--- src/rtl/omega_pkg.sv ---
package omega_pkg;

  // Setting of a 2x2 element
  typedef enum logic {
    POS_THROUGH = 1'b0,
    POS_CROSSED = 1'b1
  } sw_pos_e;

  // Which previous-stage position feeds stage position j (perfect shuffle)
  function automatic int unsigned shuf_src(input int unsigned j, input int unsigned aw);
    return (j >> 1) | ((j & 1) << (aw - 1));
  endfunction

endpackage

--- src/rtl/omega_element.sv ---
module omega_element
  import omega_pkg::*;
#(
  parameter int unsigned AW  = 3,
  parameter int unsigned DW  = 16,
  parameter int unsigned STG = 0,
  localparam int unsigned CW = 1 + AW + DW
) (
  input  logic [CW-1:0] up_i,
  input  logic [CW-1:0] lo_i,
  output logic [CW-1:0] up_o,
  output logic [CW-1:0] lo_o,
  output logic          drop_o
);

  localparam int unsigned VB = CW - 1;
  localparam int unsigned TB = DW + STG;

  logic          u_v, l_v, u_b, l_b, clash;
  sw_pos_e       pos;
  logic [CW-1:0] a_cell, b_cell;

  always_comb begin
    u_v   = up_i[VB];
    l_v   = lo_i[VB];
    u_b   = up_i[TB];
    l_b   = lo_i[TB];
    clash = u_v && l_v && (u_b == l_b);

    // upper input decides the setting; otherwise the lower one
    if (u_v)      pos = u_b ? POS_CROSSED : POS_THROUGH;
    else if (l_v) pos = l_b ? POS_THROUGH : POS_CROSSED;
    else          pos = POS_THROUGH;

    a_cell = u_v ? up_i : '0;
    b_cell = (l_v && !clash) ? lo_i : '0;

    if (pos == POS_THROUGH) begin
      up_o = a_cell;
      lo_o = b_cell;
    end else begin
      up_o = b_cell;
      lo_o = a_cell;
    end
    drop_o = clash;
  end

endmodule

--- src/rtl/omega_stage.sv ---
module omega_stage
  import omega_pkg::*;
#(
  parameter int unsigned N   = 8,
  parameter int unsigned DW  = 16,
  parameter int unsigned STG = 0,
  localparam int unsigned AW = $clog2(N),
  localparam int unsigned CW = 1 + AW + DW,
  localparam int unsigned NE = N / 2
) (
  input  logic            clk,
  input  logic            rst_n,
  input  logic [N*CW-1:0] cells_i,
  output logic [N*CW-1:0] cells_o,
  output logic            drop_o
);

  logic [N*CW-1:0] shf;
  logic [N*CW-1:0] cells_nxt;
  logic [NE-1:0]   el_drop;
  logic            drop_nxt;

  // shuffle wiring in front of the element row
  for (genvar j = 0; j < N; j++) begin : g_shuf
    localparam int unsigned SRC = shuf_src(j, AW);
    assign shf[j*CW +: CW] = cells_i[SRC*CW +: CW];
  end

  for (genvar k = 0; k < NE; k++) begin : g_el
    omega_element #(
      .AW (AW),
      .DW (DW),
      .STG(STG)
    ) i_el (
      .up_i  (shf[(2*k)*CW +: CW]),
      .lo_i  (shf[(2*k+1)*CW +: CW]),
      .up_o  (cells_nxt[(2*k)*CW +: CW]),
      .lo_o  (cells_nxt[(2*k+1)*CW +: CW]),
      .drop_o(el_drop[k])
    );
  end

  always_comb begin
    drop_nxt = |el_drop;
  end

  always_ff @(posedge clk or negedge rst_n) begin
    if (!rst_n) begin
      cells_o <= '0;
      drop_o  <= 1'b0;
    end else begin
      cells_o <= cells_nxt;
      drop_o  <= drop_nxt;
    end
  end

endmodule

--- src/rtl/omega_net.sv ---
module omega_net #(
  parameter int unsigned N  = 8,
  parameter int unsigned DW = 16,
  localparam int unsigned AW     = $clog2(N),
  localparam int unsigned STAGES = AW,
  localparam int unsigned CW     = 1 + AW + DW
) (
  input  logic              clk,
  input  logic              rst_n,
  input  logic [N-1:0]      in_valid,
  input  logic [N*AW-1:0]   in_dest,
  input  logic [N*DW-1:0]   in_data,
  output logic [N-1:0]      out_valid,
  output logic [N*DW-1:0]   out_data,
  output logic [STAGES-1:0] drop_pulse
);

  // reset: asserted at once, released on a clock edge
  logic rst_meta_n, rst_sync_n;

  always_ff @(posedge clk or negedge rst_n) begin
    if (!rst_n) begin
      rst_meta_n <= 1'b0;
      rst_sync_n <= 1'b0;
    end else begin
      rst_meta_n <= 1'b1;
      rst_sync_n <= rst_meta_n;
    end
  end

  // cell formation: {valid, reversed-destination tag, payload}
  logic [N*CW-1:0] chain [0:STAGES];

  for (genvar i = 0; i < N; i++) begin : g_lane
    logic [AW-1:0] tag;
    for (genvar b = 0; b < AW; b++) begin : g_bit
      assign tag[b] = in_dest[i*AW + (AW-1-b)];
    end
    assign chain[0][i*CW +: CW] = {in_valid[i], tag, in_data[i*DW +: DW]};
  end

  for (genvar s = 0; s < STAGES; s++) begin : g_stage
    omega_stage #(
      .N  (N),
      .DW (DW),
      .STG(s)
    ) i_stage (
      .clk    (clk),
      .rst_n  (rst_sync_n),
      .cells_i(chain[s]),
      .cells_o(chain[s+1]),
      .drop_o (drop_pulse[s])
    );
  end

  for (genvar i = 0; i < N; i++) begin : g_out
    assign out_valid[i]          = chain[STAGES][i*CW + CW - 1];
    assign out_data[i*DW +: DW]  = chain[STAGES][i*CW +: DW];
  end

endmodule

--- config.mk ---
export PLATFORM = sky130hd
export DESIGN_NAME = omega_net
export DESIGN_NICKNAME = d
export VERILOG_FILES = /design/src/rtl/omega_pkg.sv /design/src/rtl/omega_element.sv /design/src/rtl/omega_stage.sv /design/src/rtl/omega_net.sv
export SDC_FILE = /design/constraint.sdc
export NUM_CORES = 1
export LEC_CHECK = 0
export BUFFER_PORTS_ARGS = -buffer_cell sky130_fd_sc_hd__buf_2
export CAP_MARGIN = 30
export CORE_MARGIN = 5
export CORE_UTILIZATION = 60
export DETAILED_ROUTE_END_ITERATION = 6
export GPL_TIMING_DRIVEN = 0
export PLACE_DENSITY = 0.88
export SLEW_MARGIN = 20
export SYNTH_ARGS = -nofsm -noshare
export SYNTH_HDL_FRONTEND = slang
export SYNTH_SLANG_ARGS = --single-unit
--- constraint.sdc ---
create_clock -name clk -period 24 [get_ports clk]
set_input_delay 4.8 -clock clk [delete_from_list [all_inputs] [get_ports clk]]
set_output_delay 4.8 -clock clk [all_outputs]
set_load 0.02 [all_outputs]
## After elaboration in Yosys (flattened, before gate mapping)

Cells that the tools add are included.

| cells by class | value |
|---|---|
| divide/modulo/power cells | 0 |
| multipliers | 0 |
| reductions and logical operators | 51 |
| shift-type cells | 0 |
| order comparisons | 0 |
| add/sub/neg operators | 0 |
| bitwise gates (word level) | 0 |
| muxes and demuxes | 96 |
| eq/ne operators | 12 |

Operators by type and width:

| operator | number |
|---|---|
| 20-bit 2-to-1 mux | 48 |
| 1-bit 2-to-1 mux | 48 |
| 1-bit logical AND | 36 |
| 1-bit == test | 12 |
| 1-bit logical NOT | 12 |
| 4-bit OR reduction | 3 |

| word-level totals | value |
|---|---|
| memory bits (read-only) | 0 |
| bits in latches | 0 |
| output and inout port bits | 139 |
| register bits | 485 |
| input port bits | 162 |
| memories kept | 0 |
| RAM bits | 0 |

## Logic depth before layout (Yosys ltp)

| logic depth | value |
|---|---|
| depth after elaboration | 6 |
| gate-level depth with buffers | 5 |
| gate-level depth less buffers | 3 |

## Cells and area by module

Synthesis repeated with hierarchy kept, for this count alone.

| second synthesis, totals | value |
|---|---|
| cells, all modules | 1,917 |
| area, all modules | 21,346.7 um^2 |

By module, submodules not included:

| module | seq. area each (um^2) | area each (um^2) | cells an instance | times used |
|---|---|---|---|---|
| omega_stage | 4,028.9 | 4,036.4 | 162 | 3 |
| omega_element at g_stage[1].i_stage.g_el[0].i_el ... | 0.0 | 770.7 | 119 | 4 |
| omega_element at g_stage[2].i_stage.g_el[0].i_el ... | 0.0 | 763.2 | 119 | 4 |
| omega_element at g_stage[0].i_stage.g_el[0].i_el ... | 0.0 | 762.0 | 119 | 4 |
| omega_net | 50.0 | 53.8 | 3 | 1 |

## Least setup slack after synthesis

Ideal clock, no wire load.

| timing path | value |
|---|---|
| kind | input to register |
| from | in in_valid[3] |
| to | reg g_stage[0].i_stage.cells_o[129] |
| stages on the path | 4 |
| slack | 18.428 ns |
| arrival | 5.451 ns |
| library setup time | 0.121 ns |
| buffers on the path | 2 |
| cell sequence | nor2b_2 > buf_4 > buf_6 > a22o_1 |

| on the way | value |
|---|---|
| cells in the longest elaborated chain, start to end | 6 |
| elaborated cells between the ends (all ways) | 8 |
| those cells by class | mux: 4; reduce/logical: 4 |

Ends and longest elaborated chain:

| what | RTL line | source |
|---|---|---|
| from (decl) | omega_net.sv:10 | `input logic [N-1:0] in_valid,` |
| 1-bit logical AND (2 in series) | omega_element.sv:28 | `clash = u_v && l_v && (u_b == l_b);` |
| 1-bit logical NOT | omega_element.sv:36 | `b_cell = (l_v && !clash) ? lo_i : '0;` |
| 1-bit logical AND | omega_element.sv:36 |  |
| 20-bit 2-to-1 mux | omega_element.sv:36 |  |
| 20-bit 2-to-1 mux (*) | omega_element.sv:38 | `if (pos == POS_THROUGH) begin` |
| named net g_stage[0].i_stage.cells_nxt[129] | omega_stage.sv:19 | `logic [N*CW-1:0] cells_nxt;` |
| to (signal assigned) | omega_stage.sv:52 | `cells_o <= cells_nxt;` |
| to (decl) | omega_stage.sv:14 | `output logic [N*CW-1:0] cells_o,` |

Mark *: on every way through the listed nets, which the timed path passes. The rest lies on a longest branch.

## Final worst setup path

| timing path | value |
|---|---|
| from | reg g_stage[2].i_stage.cells_o[120] |
| to | out out_data[96] |

RTL lines:

| what | RTL line | source |
|---|---|---|
| from (decl) | omega_stage.sv:14 |  |
| from (signal assigned) | omega_stage.sv:52 |  |
| to (decl) | omega_net.sv:14 | `output logic [N*DW-1:0] out_data,` |

No word-level cell between the ends.

==> tab_implementation.tex <==
\begin{tabular}{lr}
\hline
Metric & Value \\
\hline
\multicolumn{2}{l}{\textbf{Placed design}} \\
Count of input and output buffers & 300 \\
Area after DPL & around 20000 µm² \\
Routability-driven placement congestion ratio & 0.983 \\
Detailed placer's ending HPWL & 38500 µm \\
\multicolumn{2}{l}{\textbf{Yosys}} \\
Share of flip-flops with an asynchronous set or reset & 1.00 \\
Synth Area per Inst & 14.5 µm² \\
Top cells by count, synth & dfrtp\_1, a22o\_1, buf\_4 \\
Number of nets produced by synthesis & 1371 \\
Syn Inst Count & 1209 \\
Post-synth design cell area & 17500 µm² \\
Most frequently used flop master after synthesis & dfrtp\_1 \\
Number of synthesized flops with an enable pin & 0 \\
Cell with the most instances after synthesis & dfrtp\_1 \\
Flip-flop and latch count after synthesis & 437 \\
Library cells used by synthesis & 22 \\
Yosys warning count & 0 \\
Share of synthesized area occupied by flip-flops and latches & 0.626 \\
Area fraction of the dominant cell type after synthesis & 0.626 \\
Area contributors post-synth & dfrtp\_1, a22o\_1, buf\_4 \\
Library cell with the largest summed area after synthesis & dfrtp\_1 \\
\multicolumn{2}{l}{\textbf{Global routing}} \\
Wire length of the first global-routing pass & 74900 µm \\
Number of antenna violations at the first check in global routing & 8 \\
Largest net degree at the start of global routing & 66 \\
Via count of the first global-routing pass & around 12000 \\
Total congestion overflow after global routing & 0 \\
Total track usage & 0.304 \\
\multicolumn{2}{l}{\textbf{Floorplan}} \\
Number of top-level pins & 301 \\
Die Width & 181 µm \\
Overall die height & 181 µm \\
Total Die Area & roughly 33000 µm² \\
Initial Util & 0.609 \\
Area of the core & approximately 29000 µm² \\
Number of core rows & 62 \\
\multicolumn{2}{l}{\textbf{Detailed routing}} \\
DRC violations left & 0 \\
Residual antenna-violating net count after detailed routing & 0 \\
Vias & 11900 \\
First drt pass iteration count & 6 \\
Initial drt markers & 1037 \\
Total Routed Length & 50200 µm \\
Post-detailed-route wirelength per cell & 25.4 µm \\
Post-DR vias/cell & 6.03 \\
\multicolumn{2}{l}{\textbf{Final layout}} \\
Cell area after layout & roughly 21000 µm² \\
Share of post-route cells with drive strength above 1 & 0.406 \\
Number of nets in the layout & 1721 \\
Signed area change from the synthesized netlist to the final layout & 21.1\% \\
\multicolumn{2}{l}{\textbf{Min path}} \\
Tightest Hold Check Type & flip-flop to async pin \\
\multicolumn{2}{l}{\textbf{STA}} \\
Final critical-path share of the clock period & 0.251 \\
Count of final setup violators & 0 \\
Final Max Tran Viols & 0 \\
Headroom to the max-slew limit & 0.664 \\
Highest achievable clock rate & 166 MHz \\
Tightest Pin Transition & 503 ps \\
Setup TNS & 0 ps \\
Unrepaired setup endpoints after global routing & false \\
Largest clock skew in the final design & 19.9 ps \\
Number of hold-slack violations in the final timing report & 0 \\
Min cycle time layout & between 6000 and 7000 ps \\
\multicolumn{2}{l}{\textbf{Clocking}} \\
\# H-tree levels & 2 \\
Clk pin slew, worst setup/hold paths & 60 ps \\
Clock Sinks & roughly 440 \\
Hold\_buf cts & 0 \\
Number of clock buffers inserted by TritonCTS & 41 \\
TritonCTS clock tree & done \\
Insertion delay of the later-clocked pin in the worst-skew pair & 540 ps \\
Clock root cell & clkbuf\_16 \\
Count of instances resized after the clock tree is built & 0 \\
Deepest clock path buffer count & 3 \\
Post-CTS Setup Repair Bufs & 0 \\
\multicolumn{2}{l}{\textbf{Worst setup path}} \\
Required time at the endpoint of the critical path & approximately 19000 ps \\
Number of cells on the worst reg-to-reg path & 4 \\
Data arrival time of the critical path & 1220 ps \\
Beginning of the worst register-to-register path & rst\_sync\_n \\
Internal reg-to-reg setup slack & around 22000 ps \\
Startpoint Class & flip-flop \\
Worst flop-to-flop path endpoint & g\_stage[1].i\_stage.cells\_o[78] \\
Worst Setup EP & out\_data[96] \\
Critical path capture point type & output pin \\
Worst Setup Path Type & flip-flop to output pin \\
Critical path fanouts, max & 1 \\
Origin of the worst setup path & g\_stage[2].i\_stage.cells\_o[120] \\
\multicolumn{2}{l}{\textbf{Run status}} \\
Run status & completed \\
\multicolumn{2}{l}{\textbf{Flow run}} \\
Number of max-cap violations & 0 \\
\multicolumn{2}{l}{\textbf{Pwr}} \\
Power per cell area & 80.0 nW/µm² \\
Leakage & 11.1 nW \\
Maximum VDD drop & 55.1 µV \\
Power, Total & between 0.0015 and 0.002 W \\
\hline
\end{tabular}
## critical path, cell delays in order (launching register included)
cell	delay (ps)
dfrtp_1	400
buf_4	140
buf_2	150
## stage by stage
stage | std cells | hold WS, ps | setup slack, ps | utilization
6_report | 1978 | 274 | 17980 | 0.737
4_1_cts | 1975 | 288 | 17970 | 0.737
5_1_grt | 1977 | 315 | 17940 | 0.737
3_3_place_gp | 1893 | 337 | 7800 | 0.678
2_1_floorplan | 1209 | 331 | 10920 | -
3_5_place_dp | 1900 | 293 | 18070 | 0.685
## kinds of logic after synthesis
| kind of cell | after synthesis | synth area share |
|---|---|---|
| other cells | 1 | 0.000215 |
| simple gates | 137 | 0.0615 |
| buf+inv | 214 | 0.100 |
| xor+xnor | 12 | 0.00601 |
| compound gates | 408 | 0.206 |
| flops | 437 | 0.626 |
## how the worst min path moves through the flow
stage	start	endpoint	cells past startpoint
2_1_floorplan	rst_meta_n	rst_sync_n	0
3_3_place_gp	rst_meta_n	rst_sync_n	0
3_5_place_dp	rst_sync_n	g_stage[2].i_stage.cells_o[24]	0
4_1_cts	rst_sync_n	g_stage[2].i_stage.cells_o[41]	0
5_1_grt	rst_sync_n	g_stage[2].i_stage.cells_o[41]	0
6_report	rst_sync_n	g_stage[2].i_stage.cells_o[41]	0
## report_power, final
part           internal, W  switching, W  leakage, nW  total, W
Combinational    0.0000773      0.000106         4.53  0.000183
Sequential        0.000775     0.0000293         5.87  0.000804
Clock             0.000432      0.000274        0.731  0.000706
Total              0.00128      0.000409         11.1   0.00169
## cells in the final DEF, fill, tap and decap left out, drive strengths merged, types with 5 or more instances in the layout
cell type / n
bufinv: 7
nor2b: 12
clkbuf: 59
o31ai: 9
nor2: 32
buf: 521
a22o: 399
xnor2: 12
nand2b: 34
nand3: 12
and2: 12
nand2: 30
clkinv: 5
dfrtp: 437
## per-layer routing
layer / up-vias / global-route usage / routed length, µm
li1: 5021 / - / -
met1: 6009 / 0.404 / 19000
met2: 757 / 0.505 / 24300
met3: 130 / 0.0680 / 4880
met4: 4 / 0.102 / 1980
met5: - / 0 / 27
## area by class of cell
class,instances,area (µm²)
Antenna cell,3,7.51
Buffer,214,1750
Fill cell,1752,7550
Tap cell,384,480
Timing Repair Buffer,307,1690
Multi-Input combinational cell,558,4790
Clock buffer,59,1230
Clock inverter,16,268
Sequential cell,437,10900
## state kept, by name, summed over array words and instances (netlist names)
| register | flops |
|---|---|
| g_stage.i_stage.cells_o | 432 |
| g_stage.i_stage.drop_o | 3 |
| rst_meta_n | 1 |
| rst_sync_n | 1 |
Note: power is estimated with default switching activity, not from simulation.
